`config.mk`:
```
export PLATFORM = sky130hd
export DESIGN_NAME = i2c_regbank_target
export DESIGN_NICKNAME = d
export VERILOG_FILES = /design/src/rtl/i2c_tgt_pkg.sv /design/src/rtl/i2c_line_sync.sv /design/src/rtl/i2c_reg_bank.sv /design/src/rtl/i2c_tgt_fsm.sv /design/src/rtl/i2c_regbank_target.sv
export SDC_FILE = /design/constraint.sdc
export NUM_CORES = 1
export LEC_CHECK = 0
export BUFFER_PORTS_ARGS = -buffer_cell sky130_fd_sc_hd__buf_2
export CAP_MARGIN = 0
export CORE_MARGIN = 1
export CORE_UTILIZATION = 56
export DETAILED_ROUTE_END_ITERATION = 7
export PLACE_DENSITY_LB_ADDON = 0.15
export SYNTH_ARGS = -nofsm -noshare
export SYNTH_HDL_FRONTEND = slang
export SYNTH_SLANG_ARGS = --single-unit
```
`constraint.sdc`:
```
create_clock -name clk -period 2.2 [get_ports clk]
set_input_delay 0.11 -clock clk [delete_from_list [all_inputs] [get_ports clk]]
set_output_delay 0.11 -clock clk [all_outputs]
set_load 0.005 [all_outputs]
```
`src/rtl/i2c_tgt_pkg.sv`:
```
// Shared definitions for the I2C register target.
// Assumes byte-wide bus transfers and an 8-bit register index.
package i2c_tgt_pkg;
    localparam int BYTE_W = 8;

    typedef enum logic [3:0] {
        ST_IDLE,
        ST_DEV,
        ST_ACK_DEV,
        ST_IDX,
        ST_ACK_IDX,
        ST_WDATA,
        ST_ACK_WDATA,
        ST_RDATA,
        ST_RACK,
        ST_IGNORE
    } tgt_state_t;
endpackage

```
`src/rtl/i2c_line_sync.sv`:
```
// Synchronizes SCL and SDA into the system clock domain and derives SCL
// edges and START/STOP events. Assumes both lines idle high and a system
// clock well above the SCL rate, so each bus phase spans several samples.
module i2c_line_sync #(
    parameter int SYNC_STAGES = 2
) (
    input  logic clk,
    input  logic rst_n,
    input  logic scl_i,
    input  logic sda_i,
    output logic scl_s,
    output logic sda_s,
    output logic scl_rise,
    output logic scl_fall,
    output logic start_det,
    output logic stop_det
);
    localparam int LAST = SYNC_STAGES - 1;

    logic [LAST:0] scl_pipe;
    logic [LAST:0] sda_pipe;
    logic          scl_q;
    logic          sda_q;

    // Shift both lines through the synchronizer and keep one delayed copy.
    always_ff @(posedge clk) begin
        if (!rst_n) begin
            scl_pipe <= '1;
            sda_pipe <= '1;
            scl_q    <= 1'b1;
            sda_q    <= 1'b1;
        end else begin
            scl_pipe <= {scl_pipe[LAST-1:0], scl_i};
            sda_pipe <= {sda_pipe[LAST-1:0], sda_i};
            scl_q    <= scl_pipe[LAST];
            sda_q    <= sda_pipe[LAST];
        end
    end

    assign scl_s     = scl_pipe[LAST];
    assign sda_s     = sda_pipe[LAST];
    assign scl_rise  = scl_s & ~scl_q;
    assign scl_fall  = ~scl_s & scl_q;
    assign start_det = scl_s & scl_q & sda_q & ~sda_s;
    assign stop_det  = scl_s & scl_q & ~sda_q & sda_s;
endmodule

```
`src/rtl/i2c_reg_bank.sv`:
```
// Register file with one write port from the bus sequencer and two
// combinational read ports (bus and host). Indices at or above NUM_REGS
// are not stored and read as zero.
module i2c_reg_bank #(
    parameter int NUM_REGS = 8,
    parameter int IDX_W    = 8
) (
    input  logic             clk,
    input  logic             rst_n,
    input  logic             wr_en,
    input  logic [IDX_W-1:0] wr_idx,
    input  logic [7:0]       wr_data,
    input  logic [IDX_W-1:0] bus_ridx,
    output logic [7:0]       bus_rdata,
    input  logic [IDX_W-1:0] host_ridx,
    output logic [7:0]       host_rdata
);
    localparam logic [IDX_W-1:0] LIMIT = IDX_W'(NUM_REGS);

    logic [7:0] regs [NUM_REGS];

    generate
        for (genvar g = 0; g < NUM_REGS; g++) begin : g_reg
            // Store the write data when this register is addressed.
            always_ff @(posedge clk) begin
                if (!rst_n)
                    regs[g] <= '0;
                else if (wr_en && wr_idx == IDX_W'(g))
                    regs[g] <= wr_data;
            end
        end
    endgenerate

    // Bus read port, zero outside the bank.
    always_comb begin
        bus_rdata = '0;
        for (int i = 0; i < NUM_REGS; i++)
            if (bus_ridx < LIMIT && bus_ridx == IDX_W'(i))
                bus_rdata = regs[i];
    end

    // Host read port, zero outside the bank.
    always_comb begin
        host_rdata = '0;
        for (int i = 0; i < NUM_REGS; i++)
            if (host_ridx < LIMIT && host_ridx == IDX_W'(i))
                host_rdata = regs[i];
    end
endmodule

```
`src/rtl/i2c_tgt_fsm.sv`:
```
// Byte-level protocol sequencer: shifts in address, index and data bytes,
// drives acknowledges and read data through the open-drain enable.
// Assumes synchronized line levels and single-cycle edge/condition strobes.
module i2c_tgt_fsm
    import i2c_tgt_pkg::*;
#(
    parameter logic [6:0] ADDR_LO = 7'h60,
    parameter logic [6:0] ADDR_HI = 7'h61
) (
    input  logic       clk,
    input  logic       rst_n,
    input  logic       sda_s,
    input  logic       scl_rise,
    input  logic       scl_fall,
    input  logic       start_det,
    input  logic       stop_det,
    input  logic       addr_sel,
    input  logic [7:0] rd_data,
    output logic [7:0] reg_idx,
    output logic [7:0] wr_data,
    output logic       wr_en,
    output logic       sda_oe,
    output tgt_state_t state
);
    logic [3:0] cnt;
    logic [7:0] shreg;
    logic [7:0] tx;
    logic       is_read;
    logic [6:0] dev_addr;

    assign dev_addr = addr_sel ? ADDR_HI : ADDR_LO;
    assign wr_data  = shreg;

    // Advance the transaction state on bus events.
    always_ff @(posedge clk) begin
        if (!rst_n) begin
            state   <= ST_IDLE;
            cnt     <= '0;
            shreg   <= '0;
            tx      <= '0;
            is_read <= 1'b0;
            reg_idx <= '0;
            wr_en   <= 1'b0;
            sda_oe  <= 1'b0;
        end else begin
            wr_en <= 1'b0;
            if (start_det) begin
                state  <= ST_DEV;
                cnt    <= '0;
                sda_oe <= 1'b0;
            end else if (stop_det) begin
                state  <= ST_IDLE;
                cnt    <= '0;
                sda_oe <= 1'b0;
            end else begin
                case (state)
                    ST_DEV, ST_IDX, ST_WDATA: begin
                        if (scl_rise && cnt != 4'd8) begin
                            shreg <= {shreg[6:0], sda_s};
                            cnt   <= cnt + 4'd1;
                        end else if (scl_fall && cnt == 4'd8) begin
                            cnt <= '0;
                            if (state == ST_DEV) begin
                                if (shreg[7:1] == dev_addr) begin
                                    sda_oe  <= 1'b1;
                                    is_read <= shreg[0];
                                    state   <= ST_ACK_DEV;
                                end else begin
                                    state <= ST_IGNORE;
                                end
                            end else if (state == ST_IDX) begin
                                reg_idx <= shreg;
                                sda_oe  <= 1'b1;
                                state   <= ST_ACK_IDX;
                            end else begin
                                wr_en  <= 1'b1;
                                sda_oe <= 1'b1;
                                state  <= ST_ACK_WDATA;
                            end
                        end
                    end
                    ST_ACK_DEV: begin
                        if (scl_fall) begin
                            if (is_read) begin
                                tx     <= rd_data;
                                sda_oe <= ~rd_data[7];
                                cnt    <= '0;
                                state  <= ST_RDATA;
                            end else begin
                                sda_oe <= 1'b0;
                                state  <= ST_IDX;
                            end
                        end
                    end
                    ST_ACK_IDX: begin
                        if (scl_fall) begin
                            sda_oe <= 1'b0;
                            state  <= ST_WDATA;
                        end
                    end
                    ST_ACK_WDATA: begin
                        if (scl_fall) begin
                            sda_oe <= 1'b0;
                            state  <= ST_IGNORE;
                        end
                    end
                    ST_RDATA: begin
                        if (scl_fall) begin
                            if (cnt == 4'd7) begin
                                sda_oe <= 1'b0;
                                state  <= ST_RACK;
                            end else begin
                                cnt    <= cnt + 4'd1;
                                tx     <= {tx[6:0], 1'b0};
                                sda_oe <= ~tx[6];
                            end
                        end
                    end
                    ST_RACK: begin
                        if (scl_fall)
                            state <= ST_IGNORE;
                    end
                    default: ;
                endcase
            end
        end
    end
endmodule

```
`src/rtl/i2c_regbank_target.sv`:
```
// Top level of the I2C register target: line synchronizer, protocol
// sequencer and register bank. Assumes clk runs at least 8x SCL.
module i2c_regbank_target
    import i2c_tgt_pkg::*;
#(
    parameter int         NUM_REGS    = 8,
    parameter int         SYNC_STAGES = 2,
    parameter logic [6:0] ADDR_LO     = 7'h60,
    parameter logic [6:0] ADDR_HI     = 7'h61
) (
    input  logic       clk,
    input  logic       rst_n,
    input  logic       scl_i,
    input  logic       sda_i,
    output logic       sda_oe,
    input  logic       addr_sel,
    input  logic [7:0] host_raddr,
    output logic [7:0] host_rdata
);
    logic       scl_s;
    logic       sda_s;
    logic       scl_rise;
    logic       scl_fall;
    logic       start_det;
    logic       stop_det;
    logic [7:0] reg_idx;
    logic [7:0] wr_data;
    logic [7:0] rd_data;
    logic       wr_en;
    tgt_state_t fsm_state;

    i2c_line_sync #(.SYNC_STAGES(SYNC_STAGES)) u_sync (
        .clk(clk), .rst_n(rst_n), .scl_i(scl_i), .sda_i(sda_i),
        .scl_s(scl_s), .sda_s(sda_s), .scl_rise(scl_rise),
        .scl_fall(scl_fall), .start_det(start_det), .stop_det(stop_det)
    );

    i2c_tgt_fsm #(.ADDR_LO(ADDR_LO), .ADDR_HI(ADDR_HI)) u_fsm (
        .clk(clk), .rst_n(rst_n), .sda_s(sda_s), .scl_rise(scl_rise),
        .scl_fall(scl_fall), .start_det(start_det), .stop_det(stop_det),
        .addr_sel(addr_sel), .rd_data(rd_data), .reg_idx(reg_idx),
        .wr_data(wr_data), .wr_en(wr_en), .sda_oe(sda_oe),
        .state(fsm_state)
    );

    i2c_reg_bank #(.NUM_REGS(NUM_REGS), .IDX_W(8)) u_bank (
        .clk(clk), .rst_n(rst_n), .wr_en(wr_en), .wr_idx(reg_idx),
        .wr_data(wr_data), .bus_ridx(reg_idx), .bus_rdata(rd_data),
        .host_ridx(host_raddr), .host_rdata(host_rdata)
    );
endmodule

```
# --- After elaboration in Yosys (flattened, before gate mapping) ---
# Memories as Yosys holds them, arrays and structs flattened.
# Cells that the tools add are included.
word_totals:
  mem_bits_rw: 64
  mem_count: 1
  reg_bits: 40
  word_cells: 223
classes:
  n_addsub: 1
  n_lt_le_gt_ge: 2
  muxes: 87
  n_reduce_logical: 46
  n_eq_ne: 45
  bitwise: 28
mem_list:
  columns: ["memory", "depth", "width", "rd", "rd_clocked_by_memory_dff", "write_ports", "line", "source"]
  rows:
  - ["u_bank.regs", 8, 8, 8, 0, 8, "i2c_reg_bank.sv:20", "logic [7:0] regs [NUM_REGS];"]
op_table:
  columns: ["cell", "count"]
  rows:
  - ["$mux W8", 24]
  - ["$eq A8 B3 Y1 const B", 8]
  - ["$mux W4", 15]
  - ["$mux W1", 38]
  - ["$eq A8 B2 Y1 const B", 4]
  - ["$mux W7", 4]
  - ["$reduce_and A7 Y1", 4]
  - ["$logic_and A1 B1 Y1", 26]
  - ["$eq A4 B3 Y1 const B", 5]
  - ["$ne A4 B3 Y1 const B", 5]
  - ["$pmux W4 S5", 1]
  - ["$eq A8 B1 Y1 const B", 2]
  - ["$logic_not A8 Y1", 2]
  - ["$lt A8 B4 Y1 const B", 2]
  - ["$ne A2 B1 Y1 const B", 8]
  - ["$reduce_and A8 Y1", 2]
  - ["$pmux W7 S2", 1]
  - ["$not A1 Y1", 13]
  - ["$pmux W4 S3", 1]
  - ["$eq A4 B2 Y1 const B", 2]
  - ["$eq A4 B4 Y1 const B", 2]
  - ["$ne A4 B4 Y1 const B", 2]
  - ["$or A1 B1 Y1", 8]
  - ["$and A1 B1 Y1", 7]
  - ["20 further kinds", 23]

# --- Longest topological paths before layout ---
# Gate-level depths: netlist of run 1.
logic_depth:
  word_depth: 14
  ltp_mapped: 7

# --- Hierarchy ---
# From an unflattened synthesis of run 1, not the netlist that was laid out.
unflattened:
  cells_unflattened: 485
  hier_area_um2: 5501.5
modules_own_cells:
  columns: ["module", "cells_each", "area_per_inst_um2", "seq_area_each_um2", "instances"]
  rows:
  - ["i2c_reg_bank", 264, 3514.6, 1921.8, 1]
  - ["i2c_tgt_fsm", 205, 1796.7, 680.7, 1]
  - ["i2c_line_sync", 16, 190.2, 120.1, 1]

# --- Worst setup path after synthesis of run 1 ---
# OpenSTA, ideal clock, no wires.
synth_timing:
  kind: "reg-to-reg"
  start: "register u_fsm.reg_idx[4]"
  end: "memory u_bank.regs[0][0] (enable)"
  t_arrival_ns: 1.936
  t_required_ns: 1.813
  path_slack_ns: -0.123
  path_stages_with_launch: 5
  synth_period_minus_slack_ns: 2.323
  cell_sequence: "dfxtp_1 > or4_4 > nor2_2 > nand3_1 > o31ai_1"
synth_lines:
  columns: ["item", "line", "source"]
  rows:
  - ["from (decl)", "i2c_tgt_fsm.sv:19", "output logic [7:0] reg_idx,"]
  - ["from (signal assigned)", "i2c_tgt_fsm.sv:72", "reg_idx <= shreg;"]
  - ["to (decl)", "i2c_reg_bank.sv:20", null]

==> flow_results.xml, run 1 <==
<?xml version="1.0" encoding="UTF-8"?>
<metrics>
  <group name="run_status">
    <metric name="status" unit="">finished, final reports clean</metric>
  </group>
  <group name="layout">
    <metric name="diodes" unit="">0</metric>
    <metric name="n_fill_cell" unit="">810</metric>
    <metric name="drive_above_1_share" unit="%">19.4</metric>
    <metric name="final_net_count" unit="">592</metric>
    <metric name="fin_area" unit="sq um">6330</metric>
    <metric name="flow.area_growth_from_synthesis" unit="%">12.3</metric>
    <metric name="most-common-layout-cells" unit="">sky130_fd_sc_hd__and2_1 (66), sky130_fd_sc_hd__edfxtp_1 (64), sky130_fd_sc_hd__nor2_1 (46)</metric>
    <metric name="final_common_cell" unit="">sky130_fd_sc_hd__and2_1</metric>
    <metric name="finish.utilization" unit="%">64.8</metric>
  </group>
  <group name="yosys">
    <metric name="synth_enable_flop_cells" unit="">64</metric>
    <metric name="ys.flop_type" unit="">sky130_fd_sc_hd__edfxtp_1</metric>
    <metric name="synth_top_area_cell" unit="">sky130_fd_sc_hd__edfxtp_1</metric>
    <metric name="synth.yosys.seq_area_share" unit="%">48.3</metric>
    <metric name="synthArstFlopShare" unit="%">0</metric>
    <metric name="yosysUniqueCellTypes" unit="">65</metric>
    <metric name="syn_area_per_cell" unit="sq um">10.4</metric>
    <metric name="synth-warning-count" unit="">0</metric>
    <metric name="synth_fp_nets" unit="">556</metric>
    <metric name="synth_seq_cells" unit="">104</metric>
    <metric name="netlist_instances" unit="">541</metric>
    <metric name="synthesis.area" unit="sq um">5640</metric>
    <metric name="synthTopCellsByArea" unit="">sky130_fd_sc_hd__edfxtp_1 (34%), sky130_fd_sc_hd__dfxtp_1 (14%), sky130_fd_sc_hd__and2_1 (7.4%)</metric>
    <metric name="share_of_yosys_cell_area_claimed_by_the_top_area_cell_type" unit="%">34.1</metric>
  </group>
  <group name="min_path">
    <metric name="hold_path_startpoint" unit="">rst_n</metric>
    <metric name="worstHoldEndpoint" unit="">u_sync.scl_pipe[1]</metric>
    <metric name="hold_path_depth" unit="">2</metric>
    <metric name="holdCritPathClass" unit="">in2reg</metric>
  </group>
  <group name="global_routing">
    <metric name="antenna_violations_before_repair" unit="">0</metric>
    <metric name="first_pass_grt_wire_length" unit="microns">22700</metric>
    <metric name="pin_count_of_the_biggest_net_entering_global_routing" unit="">41</metric>
    <metric name="grt_pass1_vias" unit="">4055</metric>
    <metric name="grt_overflow_total" unit="">0</metric>
    <metric name="groute.usage.overall" unit="%">30.1</metric>
  </group>
  <group name="clocking">
    <metric name="cts_tree" unit="">built</metric>
    <metric name="cts.htree.levels" unit="">3</metric>
    <metric name="clkSlewWorstSetupHoldPaths" unit="ns">0.10</metric>
    <metric name="clkLatencyLatePin" unit="ns">0.38</metric>
    <metric name="clockRootBuffer" unit="">sky130_fd_sc_hd__clkbuf_8</metric>
    <metric name="max-clock-path-buffers" unit="">2</metric>
    <metric name="clock_sink_count" unit="">104</metric>
    <metric name="cts_made_buffers" unit="">9</metric>
  </group>
  <group name="timing">
    <metric name="hold_viol_final" unit="">0</metric>
    <metric name="hold-worst-slack" unit="ns">0.0340</metric>
    <metric name="finalSetupViolCount" unit="">0</metric>
    <metric name="setup_tns" unit="ns">0</metric>
    <metric name="max_clock_freq" unit="MHz">467</metric>
    <metric name="max_slew.worst_pin.slew" unit="ns">0.588</metric>
    <metric name="timing.final.crit_period" unit="ns">2.14</metric>
    <metric name="period_share" unit="%">97.2</metric>
    <metric name="timing.clock.skew" unit="ns">0.0130</metric>
    <metric name="timing.max_slew.rel_slack" unit="%">60.8</metric>
    <metric name="grt_setup_unrepaired" unit="">yes</metric>
    <metric name="report.final.slew_viol_count" unit="">0</metric>
  </group>
  <group name="pwr">
    <metric name="peak_supply_drop" unit="mV">0.416</metric>
    <metric name="static-leakage-power" unit="uW">0.00231</metric>
    <metric name="pwr_density_cell" unit="nW/um^2">670</metric>
  </group>
  <group name="drt">
    <metric name="route.detailed.wl_per_inst" unit="microns">20.9</metric>
    <metric name="vias" unit="">4483</metric>
    <metric name="remaining_drc_errors" unit="">0</metric>
    <metric name="via_per_inst" unit="">6.27</metric>
    <metric name="drt_iter0_markers" unit="">507</metric>
    <metric name="detail_route.first_pass.iterations" unit="">5</metric>
    <metric name="drt.antenna.violating_nets" unit="">0</metric>
    <metric name="totalWireLength" unit="microns">14900</metric>
  </group>
  <group name="place">
    <metric name="placedInstanceArea" unit="sq um">6050</metric>
    <metric name="placer_s_final_routability_congestion_estimate" unit="">0.897</metric>
    <metric name="numPortBuffers" unit="">21</metric>
    <metric name="post-dp-hpwl" unit="microns">10600</metric>
  </group>
  <group name="worst_setup_path">
    <metric name="critPathLaunch" unit="">u_fsm.reg_idx[4]</metric>
    <metric name="kind_of_launch_point_of_the_worst_setup_path" unit="">register</metric>
    <metric name="timing.rr.end" unit="">u_bank.regs[0][12]</metric>
    <metric name="cp.buffers_inverters" unit="">1</metric>
    <metric name="worst_ep_arrival_time" unit="ns">2.39</metric>
    <metric name="path_cells" unit="">or4_4, or2_4, or3_4, buf_4, nor2_4, and2_1</metric>
    <metric name="worstSetupEndpointType" unit="">register</metric>
    <metric name="top_cell_family_by_delay_on_the_critical_path" unit="">simple AND/OR/NAND/NOR gates</metric>
    <metric name="criticalPathCategory" unit="">reg2reg</metric>
    <metric name="timing.critical_path.slowest_cell_delay" unit="ns">0.56</metric>
    <metric name="cp_max_fo" unit="">8</metric>
    <metric name="crit_path_top_delay_cell" unit="">sky130_fd_sc_hd__or4_4</metric>
    <metric name="r2r_cells" unit="">6</metric>
    <metric name="ff2ff_setup_slack" unit="ns">0.06</metric>
    <metric name="rr_startpoint" unit="">u_fsm.reg_idx[4]</metric>
    <metric name="timing.critical_path.required" unit="ns">2.45</metric>
  </group>
  <group name="floorplanning">
    <metric name="io_pins" unit="">22</metric>
    <metric name="die-area" unit="sq um">10500</metric>
    <metric name="effective_utilization_at_floorplan" unit="%">57.7</metric>
    <metric name="chipHeight" unit="microns">102</metric>
    <metric name="die-width" unit="microns">102</metric>
    <metric name="floorplan.core_area" unit="sq um">9770</metric>
    <metric name="rows" unit="">36</metric>
  </group>
  <group name="job">
    <metric name="maxCapViolations" unit="">0</metric>
  </group>
</metrics>
stage by stage:
stage          total power [uW]  instances  setup slack, ns
2_1_floorplan              2690        541          -0.0794
3_3_place_gp               2850        694            0.162
3_5_place_dp               2870        694           0.0864
4_1_cts                    4230        712           0.0634
5_1_grt                    4400        715         -0.00411
6_report                   4240        715           0.0609
state kept, by name, summed over array words and instances, names as in the netlist, 2 cells and up:
name / cells
u_bank.regs: 64
u_fsm.reg_idx: 8
u_fsm.wr_data: 8
u_fsm.tx: 7
u_fsm.cnt: 4
u_fsm.state: 4
u_sync.scl_pipe: 2
u_sync.sda_pipe: 2
worst max path at each step:
stage / to / cells past startpoint / slack (ns)
detailed placement: u_bank.regs[0][2] / 5 / 0.09
finish: u_bank.regs[0][12] / 6 / 0.06
global route: u_bank.regs[0][1] / 5 / -0.004
CTS: u_bank.regs[0][2] / 5 / 0.06
global placement: u_bank.regs[0][0] / 5 / 0.16
floorplan: u_bank.regs[0][10] / 4 / -0.08
layer usage:
layer,share of wire (%),global-route usage [%],vias up
met2,46,44.9,197
met3,8.9,6.91,30
met4,2.4,10.8,0
met5,0,0,-
li1,-,-,2053
met1,43,43.2,2203
Yosys cell counts, drive strengths merged, types with 10 or more instances:
| cell type | n |
|---|---|
| a21oi | 22 |
| and2 | 67 |
| buf | 13 |
| clkbuf | 23 |
| dfxtp | 40 |
| edfxtp | 64 |
| mux2i | 31 |
| mux4 | 12 |
| nand2 | 33 |
| nand2b | 17 |
| nand3 | 10 |
| nor2 | 50 |
| nor3 | 15 |
| o21ai | 24 |
report_power, final:
| part | total (uW) | leakage [uW] | internal (uW) | switching, uW |
|---|---|---|---|---|
| clock | 1390 | 0.000115 | 721 | 670 |
| sequential | 2260 | 0.000985 | 2140 | 125 |
| combinational | 591 | 0.00121 | 273 | 318 |
| total | 4240 | 0.00231 | 3130 | 1110 |
final cells by class:
| type | instances | area [sq um] | share of cell area, % |
|---|---|---|---|
| clock buffer | 13 | 160 | 2.53 |
| sequential | 104 | 2720 | 43.0 |
| multi-input combinational | 391 | 2750 | 43.4 |
| tap | 133 | 166 | 2.63 |
| inverter | 10 | 37.5 | 0.593 |
| timing repair buffer | 61 | 423 | 6.68 |
| clock inverter | 3 | 71.3 | 1.13 |
logic make-up (layout without fill, tap and decap cells):
group           after synthesis  after routing  share of synthesized area [%]
flops                       104            104                           48.3
compound gates              109            109                           13.0
simple gates                227            227                           22.9
mux                          50             50                           11.7
buf+inv                      46             87                           3.24
fa+ha+maj                     2              2                          0.444
xor+xnor                      3              3                          0.466
repair_timing:
| item | CTS | global route |
|---|---|---|
| setup buffers | 0 | 3 |
| gates resized for setup | 0 | 3 |
| endpoints found under the setup margin | 0 | 8 |
| hold buffers | 2 | 0 |
| hold endpoints to repair | 2 | 0 |
Note: power is estimated with default switching activity, not from simulation.
==> run 2: changes to the inputs <==
--- a/config.mk
+++ b/config.mk
@@ -8,9 +8,11 @@
 export BUFFER_PORTS_ARGS = -buffer_cell sky130_fd_sc_hd__buf_2
 export CAP_MARGIN = 0
 export CORE_MARGIN = 1
-export CORE_UTILIZATION = 56
+export CORE_UTILIZATION = 33
 export DETAILED_ROUTE_END_ITERATION = 7
+export GPL_TIMING_DRIVEN = 0
 export PLACE_DENSITY_LB_ADDON = 0.15
 export SYNTH_ARGS = -nofsm -noshare
 export SYNTH_HDL_FRONTEND = slang
+export SYNTH_HIERARCHICAL = 1
 export SYNTH_SLANG_ARGS = --single-unit
==> run 2 against run 1 <==
Against the previous run: sequential share of layout area fell by 0.096 points; worst hold slack better by 0.011 ns; wire length shrank 1.1%; non-clock buffer count down 1; first-iteration DRC count shrank 37%; worst setup slack gained 0.063 ns; die area rose by 64%; core utilization shrank 25 points.
==> flow_results.xml, run 2 <==
<?xml version="1.0" encoding="UTF-8"?>
<metrics>
  <group name="run_status">
    <metric name="status" unit="">finished, final reports clean</metric>
  </group>
  <group name="timing">
    <metric name="timing.max_slew.rel_slack" unit="%">31.3</metric>
    <metric name="max_slew.worst_pin.slew" unit="ns">1.02</metric>
    <metric name="timing.final.crit_period" unit="ns">2.08</metric>
    <metric name="period_share" unit="%">94.4</metric>
    <metric name="report.final.slew_viol_count" unit="">0</metric>
    <metric name="timing.clock.skew" unit="ns">0.00666</metric>
    <metric name="hold_viol_final" unit="">0</metric>
    <metric name="finalSetupViolCount" unit="">0</metric>
    <metric name="grt_setup_unrepaired" unit="">yes</metric>
    <metric name="max_clock_freq" unit="MHz">482</metric>
    <metric name="setup_tns" unit="ns">0</metric>
  </group>
  <group name="worst_setup_path">
    <metric name="cp_max_fo" unit="">6</metric>
    <metric name="worst_ep_arrival_time" unit="ns">2.13</metric>
    <metric name="timing.critical_path.required" unit="ns">2.25</metric>
    <metric name="criticalPathCategory" unit="">reg2reg</metric>
    <metric name="kind_of_launch_point_of_the_worst_setup_path" unit="">register</metric>
    <metric name="worstSetupEndpointType" unit="">register</metric>
  </group>
  <group name="clocking">
    <metric name="max-clock-path-buffers" unit="">2</metric>
    <metric name="clkLatencyLatePin" unit="ns">0.35</metric>
    <metric name="clock_sink_count" unit="">104</metric>
    <metric name="cts_made_buffers" unit="">9</metric>
    <metric name="clkSlewWorstSetupHoldPaths" unit="ns">0.07</metric>
    <metric name="cts_tree" unit="">built</metric>
    <metric name="cts.htree.levels" unit="">3</metric>
    <metric name="clockRootBuffer" unit="">sky130_fd_sc_hd__clkbuf_16</metric>
  </group>
  <group name="yosys">
    <metric name="netlist_instances" unit="">485</metric>
    <metric name="yosysUniqueCellTypes" unit="">60</metric>
    <metric name="synthTopCellsByArea" unit="">sky130_fd_sc_hd__edfxtp_1 (35%), sky130_fd_sc_hd__dfxtp_1 (15%), sky130_fd_sc_hd__mux4_2 (9.0%)</metric>
    <metric name="synth.most_common_cell" unit="">sky130_fd_sc_hd__nor2_1</metric>
    <metric name="leading_cell_types_by_count_after_synthesis" unit="">sky130_fd_sc_hd__nor2_1 (113), sky130_fd_sc_hd__edfxtp_1 (64), sky130_fd_sc_hd__nand2_1 (43)</metric>
    <metric name="share_of_yosys_cell_area_claimed_by_the_top_area_cell_type" unit="%">34.9</metric>
    <metric name="synth_seq_cells" unit="">104</metric>
    <metric name="synth_top_area_cell" unit="">sky130_fd_sc_hd__edfxtp_1</metric>
    <metric name="synth_enable_flop_cells" unit="">64</metric>
    <metric name="synth-warning-count" unit="">6</metric>
    <metric name="synth.yosys.seq_area_share" unit="%">49.5</metric>
    <metric name="synth_fp_nets" unit="">500</metric>
    <metric name="syn_area_per_cell" unit="sq um">11.3</metric>
    <metric name="synthArstFlopShare" unit="%">0</metric>
    <metric name="ys.flop_type" unit="">sky130_fd_sc_hd__edfxtp_1</metric>
    <metric name="synthesis.area" unit="sq um">5500</metric>
  </group>
  <group name="floorplanning">
    <metric name="effective_utilization_at_floorplan" unit="%">34.3</metric>
    <metric name="rows" unit="">46</metric>
    <metric name="chipHeight" unit="microns">131</metric>
    <metric name="die-area" unit="sq um">17200</metric>
    <metric name="die-width" unit="microns">131</metric>
    <metric name="io_pins" unit="">22</metric>
    <metric name="floorplan.core_area" unit="sq um">16100</metric>
  </group>
  <group name="layout">
    <metric name="fin_area" unit="sq um">6350</metric>
    <metric name="n_fill_cell" unit="">1537</metric>
    <metric name="instances_no_fill" unit="">746</metric>
    <metric name="largest-register" unit="">u_bank/regs</metric>
    <metric name="diodes" unit="">0</metric>
    <metric name="seqCellArea" unit="sq um">2730</metric>
    <metric name="final_common_cell" unit="">sky130_fd_sc_hd__nor2_1</metric>
    <metric name="multiInputGateArea" unit="sq um">2630</metric>
    <metric name="final_net_count" unit="">540</metric>
    <metric name="flow.area_growth_from_synthesis" unit="%">15.5</metric>
    <metric name="largest_reg_flops" unit="">64</metric>
    <metric name="most-common-layout-cells" unit="">sky130_fd_sc_hd__nor2_1 (113), sky130_fd_sc_hd__edfxtp_1 (64), sky130_fd_sc_hd__nand2_1 (43)</metric>
    <metric name="drive_above_1_share" unit="%">19.1</metric>
  </group>
  <group name="drt">
    <metric name="vias" unit="">4001</metric>
    <metric name="detail_route.first_pass.iterations" unit="">5</metric>
    <metric name="drt.antenna.violating_nets" unit="">0</metric>
    <metric name="via_per_inst" unit="">5.36</metric>
    <metric name="drt_iter0_markers" unit="">318</metric>
    <metric name="totalWireLength" unit="microns">14800</metric>
    <metric name="remaining_drc_errors" unit="">0</metric>
    <metric name="route.detailed.wl_per_inst" unit="microns">19.8</metric>
  </group>
  <group name="place">
    <metric name="placer_s_final_routability_congestion_estimate" unit="">0.834</metric>
    <metric name="numPortBuffers" unit="">18</metric>
    <metric name="post-dp-hpwl" unit="microns">10700</metric>
    <metric name="placedInstanceArea" unit="sq um">5940</metric>
    <metric name="placedCellCount" unit="">727</metric>
  </group>
  <group name="pwr">
    <metric name="pwr_density_cell" unit="nW/um^2">673</metric>
    <metric name="peak_supply_drop" unit="mV">0.325</metric>
    <metric name="static-leakage-power" unit="uW">0.00213</metric>
  </group>
  <group name="global_routing">
    <metric name="groute.usage.overall" unit="%">18.2</metric>
    <metric name="first_pass_grt_wire_length" unit="microns">23400</metric>
    <metric name="antenna_violations_before_repair" unit="">0</metric>
    <metric name="grt_pass1_vias" unit="">4025</metric>
    <metric name="pin_count_of_the_biggest_net_entering_global_routing" unit="">18</metric>
    <metric name="grt_overflow_total" unit="">0</metric>
  </group>
  <group name="job">
    <metric name="maxCapViolations" unit="">0</metric>
  </group>
  <group name="min_path">
    <metric name="holdCritPathClass" unit="">in2reg</metric>
  </group>
</metrics>
[run 2: cell families after synthesis]
kind of cell	count (synthesis)	share of synthesized area [%]
adder cells (fa/ha/maj)	2	0.455
AO/OA/AOI/OAI	48	6.73
buffers and inverters	36	3.34
XOR/XNOR	2	0.318
flip-flops	104	49.5
multiplexers	71	20.0
AND/OR/NAND/NOR	222	19.7
[run 2: final timing paths]
| check | slack (ns) | endpoint | startpoint | cells after the start |
|---|---|---|---|---|
| max | 0.12 | u_bank/regs[0][17] | u_fsm/reg_idx[3] | 4 |
| min | 0.04 | u_sync/scl_q | rst_n | 2 |
| max reg2reg | 0.12 | u_bank/regs[0][17] | u_fsm/reg_idx[3] | 4 |
| min reg2reg | 0.41 | u_sync/scl_pipe[1] | u_sync/scl_pipe[0] | 1 |
[run 2: critical path: stages (launching register included)]
cell	delay (ns)
sky130_fd_sc_hd__dfxtp_1	0.35
sky130_fd_sc_hd__nor4_4	0.47
sky130_fd_sc_hd__nand3_1	0.23
sky130_fd_sc_hd__o31ai_2	0.47
sky130_fd_sc_hd__buf_4	0.26
[run 2: per-stage QoR]
stage	utilization, %	setup slack, ns	hold slack (ns)	total power, uW
floorplan	-	0.194	0.183	2370
global placement	36.5	-0.679	0.293	2460
detailed placement	37.0	-0.146	0.303	2480
CTS	39.3	0.0420	0.0434	4320
global route	39.6	-0.0393	0.0517	4430
finish	39.6	0.124	0.0448	4280
[run 2: layout make-up]
cell class                      instances  share of cell area [%]
Clock inverter                          6                    1.81
Buffer                                 30                    2.72
Sequential cell                       104                    42.9
Multi-Input combinational cell        345                    41.4
Tap cell                              216                    4.25
Inverter                                5                   0.295
Timing Repair Buffer                   30                    3.03
Clock buffer                           10                    3.60
[run 2: power by group]
part | internal (uW) | leakage [uW] | switching, uW
logic | 124 | 0.00103 | 146
registers | 2130 | 0.000931 | 36.0
clock network | 1120 | 0.000164 | 726
[run 2: metal layers]
layer  part of all wire, %  vias up  routed length [microns]  GRT usage (%)
met5                     0        -                        0              0
met4                   3.2        0                      480           9.54
met3                   3.9       22                      571           1.62
met2                    46      107                     6870           28.9
met1                    46     2002                     6860           24.6
li1                      -     1870                        -              -
[run 2: repair_timing]
item	in CTS	in global routing
cloned	0	0
buffers inserted	0	2
resized for setup	3	7
hold buffers	2	0
endpoints found under the hold margin	2	0
setup endpoints to repair	5	23
==> run 3: changes to the inputs <==
--- a/config.mk
+++ b/config.mk
@@ -14,5 +14,4 @@
 export PLACE_DENSITY_LB_ADDON = 0.15
 export SYNTH_ARGS = -nofsm -noshare
 export SYNTH_HDL_FRONTEND = slang
-export SYNTH_HIERARCHICAL = 1
 export SYNTH_SLANG_ARGS = --single-unit
==> run 3 against run 2 <==
Against the previous run: the flow now finishes with violations (setup timing); maximum frequency fell by 7.3%; cell count is 11% higher; sequential cell count stayed put; highest routed layer unchanged; first-iteration DRC count up 9.7%; worst setup slack lost 0.16 ns; sequential power up 2%; clock power fell by 11%; critical endpoint is now u_bank.regs[0][12]; combinational power rose to 2.5 times the previous value; total power up 5.8%; via count grew 13%.
==> flow_results.xml, run 3 (synthesis results as in run 1) <==
<?xml version="1.0" encoding="UTF-8"?>
<metrics>
  <group name="run_status">
    <metric name="status" unit="">finished with violations</metric>
    <metric name="failed_checks" unit="">setup timing</metric>
  </group>
  <group name="layout">
    <metric name="final_common_cell" unit="">sky130_fd_sc_hd__and2_1</metric>
    <metric name="n_fill_cell" unit="">1601</metric>
    <metric name="flow.area_growth_from_synthesis" unit="%">21.0</metric>
    <metric name="instances_no_fill" unit="">828</metric>
    <metric name="diodes" unit="">0</metric>
    <metric name="fin_area" unit="sq um">6820</metric>
    <metric name="largest-register" unit="">u_bank.regs</metric>
    <metric name="final_net_count" unit="">618</metric>
    <metric name="most-common-layout-cells" unit="">sky130_fd_sc_hd__and2_1 (65), sky130_fd_sc_hd__edfxtp_1 (64), sky130_fd_sc_hd__nor2_1 (46)</metric>
    <metric name="drive_above_1_share" unit="%">21.9</metric>
    <metric name="largest_reg_flops" unit="">64</metric>
  </group>
  <group name="clocking">
    <metric name="clkLatencyLatePin" unit="ns">0.35</metric>
    <metric name="cts_tree" unit="">built</metric>
    <metric name="clockRootBuffer" unit="">sky130_fd_sc_hd__clkbuf_16</metric>
    <metric name="max-clock-path-buffers" unit="">2</metric>
    <metric name="clock_sink_count" unit="">104</metric>
    <metric name="cts_made_buffers" unit="">9</metric>
    <metric name="cts.htree.levels" unit="">3</metric>
    <metric name="clkSlewWorstSetupHoldPaths" unit="ns">0.07</metric>
  </group>
  <group name="worst_setup_path">
    <metric name="critPathLaunch" unit="">u_fsm.reg_idx[4]</metric>
    <metric name="path_cells" unit="">or4_4, or2_4, or3_4, buf_4, nor2_4, and2_1</metric>
    <metric name="r2r_cells" unit="">6</metric>
    <metric name="crit_end" unit="">u_bank.regs[0][12]</metric>
    <metric name="worstSetupEndpointType" unit="">register</metric>
    <metric name="criticalPathCategory" unit="">reg2reg</metric>
    <metric name="top_cell_family_by_delay_on_the_critical_path" unit="">simple AND/OR/NAND/NOR gates</metric>
    <metric name="crit_cells" unit="">6</metric>
    <metric name="ff2ff_setup_slack" unit="ns">-0.04</metric>
    <metric name="cp_max_fo" unit="">8</metric>
    <metric name="rr_startpoint" unit="">u_fsm.reg_idx[4]</metric>
    <metric name="worst_ep_arrival_time" unit="ns">2.46</metric>
    <metric name="crit_path_top_delay_cell" unit="">sky130_fd_sc_hd__or4_4</metric>
    <metric name="kind_of_launch_point_of_the_worst_setup_path" unit="">register</metric>
    <metric name="timing.critical_path.slowest_cell_delay" unit="ns">0.57</metric>
    <metric name="timing.critical_path.required" unit="ns">2.42</metric>
    <metric name="timing.rr.end" unit="">u_bank.regs[0][12]</metric>
    <metric name="cp.buffers_inverters" unit="">1</metric>
  </group>
  <group name="timing">
    <metric name="period_share" unit="%">102</metric>
    <metric name="hold_viol_final" unit="">0</metric>
    <metric name="setup_tns" unit="ns">-0.279</metric>
    <metric name="grt_setup_unrepaired" unit="">yes</metric>
    <metric name="timing.max_slew.rel_slack" unit="%">32.8</metric>
    <metric name="hold-worst-slack" unit="ns">0.211</metric>
    <metric name="report.final.slew_viol_count" unit="">0</metric>
    <metric name="timing.clock.skew" unit="ns">0.00512</metric>
    <metric name="max_clock_freq" unit="MHz">447</metric>
    <metric name="max_slew.worst_pin.slew" unit="ns">1.01</metric>
    <metric name="timing.final.crit_period" unit="ns">2.24</metric>
    <metric name="finalSetupViolCount" unit="">16</metric>
    <metric name="timing.final.ws_setup" unit="ns">-0.0385</metric>
  </group>
  <group name="floorplanning">
    <metric name="die-area" unit="sq um">17600</metric>
    <metric name="rows" unit="">47</metric>
    <metric name="io_pins" unit="">22</metric>
    <metric name="effective_utilization_at_floorplan" unit="%">33.9</metric>
    <metric name="chipHeight" unit="microns">133</metric>
    <metric name="floorplan.core_area" unit="sq um">16600</metric>
    <metric name="die-width" unit="microns">133</metric>
  </group>
  <group name="drt">
    <metric name="remaining_drc_errors" unit="">0</metric>
    <metric name="drt.antenna.violating_nets" unit="">0</metric>
    <metric name="detail_route.first_pass.iterations" unit="">6</metric>
    <metric name="via_per_inst" unit="">5.46</metric>
    <metric name="drt_iter0_markers" unit="">349</metric>
    <metric name="route.detailed.wl_per_inst" unit="microns">19.7</metric>
    <metric name="vias" unit="">4517</metric>
    <metric name="totalWireLength" unit="microns">16300</metric>
  </group>
  <group name="global_routing">
    <metric name="grt_overflow_total" unit="">0</metric>
    <metric name="first_pass_grt_wire_length" unit="microns">25800</metric>
    <metric name="groute.usage.overall" unit="%">19.4</metric>
    <metric name="antenna_violations_before_repair" unit="">0</metric>
    <metric name="pin_count_of_the_biggest_net_entering_global_routing" unit="">17</metric>
    <metric name="grt_pass1_vias" unit="">4468</metric>
  </group>
  <group name="pwr">
    <metric name="power.internal" unit="uW">3380</metric>
    <metric name="power.share.switching" unit="%">25.4</metric>
    <metric name="sequentialPowerShare" unit="%">48.5</metric>
    <metric name="clock_power_share" unit="%">36.5</metric>
    <metric name="combinationalPowerShare" unit="%">15.0</metric>
    <metric name="peak_supply_drop" unit="mV">0.374</metric>
    <metric name="pwr_density_cell" unit="nW/um^2">664</metric>
    <metric name="static-leakage-power" unit="uW">0.00248</metric>
    <metric name="netSwitchingPower" unit="uW">1150</metric>
  </group>
  <group name="place">
    <metric name="numPortBuffers" unit="">18</metric>
    <metric name="post-dp-hpwl" unit="microns">11900</metric>
    <metric name="placedInstanceArea" unit="sq um">6010</metric>
    <metric name="placer_s_final_routability_congestion_estimate" unit="">0.873</metric>
    <metric name="placedCellCount" unit="">779</metric>
  </group>
  <group name="job">
    <metric name="maxCapViolations" unit="">0</metric>
  </group>
  <group name="min_path">
    <metric name="holdCritPathClass" unit="">in2reg</metric>
    <metric name="hold_path_startpoint" unit="">rst_n</metric>
  </group>
</metrics>
[run 3: changes by cell type in the layout (fill, tap and decap cells not counted), sizes merged, moves of 10 or more]
cell | before | now
nand2 | 44 | 33
mux2i | 41 | 31
buf | 45 | 60
o21ai | 9 | 24
and2 | 2 | 67
a21oi | 6 | 22
mux4 | 29 | 12
clkbuf | 23 | 39
nor2 | 113 | 50
[run 3: per-layer routing]
metal	part of all wire (%)	routed length, microns	global-route usage [%]
met1	46	7490	26.7
met2	48	7790	31.3
met3	4.7	764	3.03
met4	1.8	293	6.13
met5	0	0	0
[run 3: layout make-up]
type | count | area [sq um] | area share (%)
well taps | 220 | 275 | 4.04
inverters | 10 | 41.3 | 0.605
multi-input cells | 391 | 2890 | 42.4
clock buffers | 14 | 268 | 3.93
clock inverters | 2 | 38.8 | 0.569
repair buffers | 51 | 420 | 6.16
plain buffers | 36 | 163 | 2.38
flip-flops and latches | 104 | 2720 | 39.9
[run 3: worst min-delay path: stages]
cell and delay [ns]:
sky130_fd_sc_hd__clkbuf_1 0.22, sky130_fd_sc_hd__nand2_1 0.11, sky130_fd_sc_hd__a221oi_1 0.06
[run 3: through the flow]
step / total power (uW) / setup WS, ns / util, %
after floorplan: 2690 / -0.0794 / -
after global placement: 2860 / -0.831 / 36.1
after detailed placement: 2860 / -0.743 / 36.1
after CTS: 4540 / -0.0781 / 39.8
after global routing: 4720 / -0.102 / 41.0
final: 4530 / -0.0385 / 41.0
[run 3: power groups by stage]
stage	logic (uW)	registers, uW	clock network (uW)
2_1_floorplan	478	2210	0
3_3_place_gp	624	2240	0
3_5_place_dp	626	2240	0
4_1_cts	651	2190	1700
5_1_grt	750	2200	1760
6_report	678	2200	1650
[run 3: what timing repair did]
action                     CTS  global route
setup buffers               16            15
gates cloned                 0             0
gates resized for setup     31            16
hold buffers                 2             0
setup endpoints to repair  120           129
pin swaps                   10            12
hold endpoints to repair     2             0
[run 3: how the worst min path moves through the flow]
stage                                    end  cells past startpoint  slack (ns)
final                         u_fsm.state[0]                      3        0.21
after global routing          u_fsm.state[0]                      3        0.24
after detailed placement  u_sync.sda_pipe[0]                      2        0.30
after global placement    u_sync.scl_pipe[0]                      2        0.29
after CTS                     u_fsm.state[0]                      3        0.21
after floorplan           u_sync.scl_pipe[0]                      1        0.21
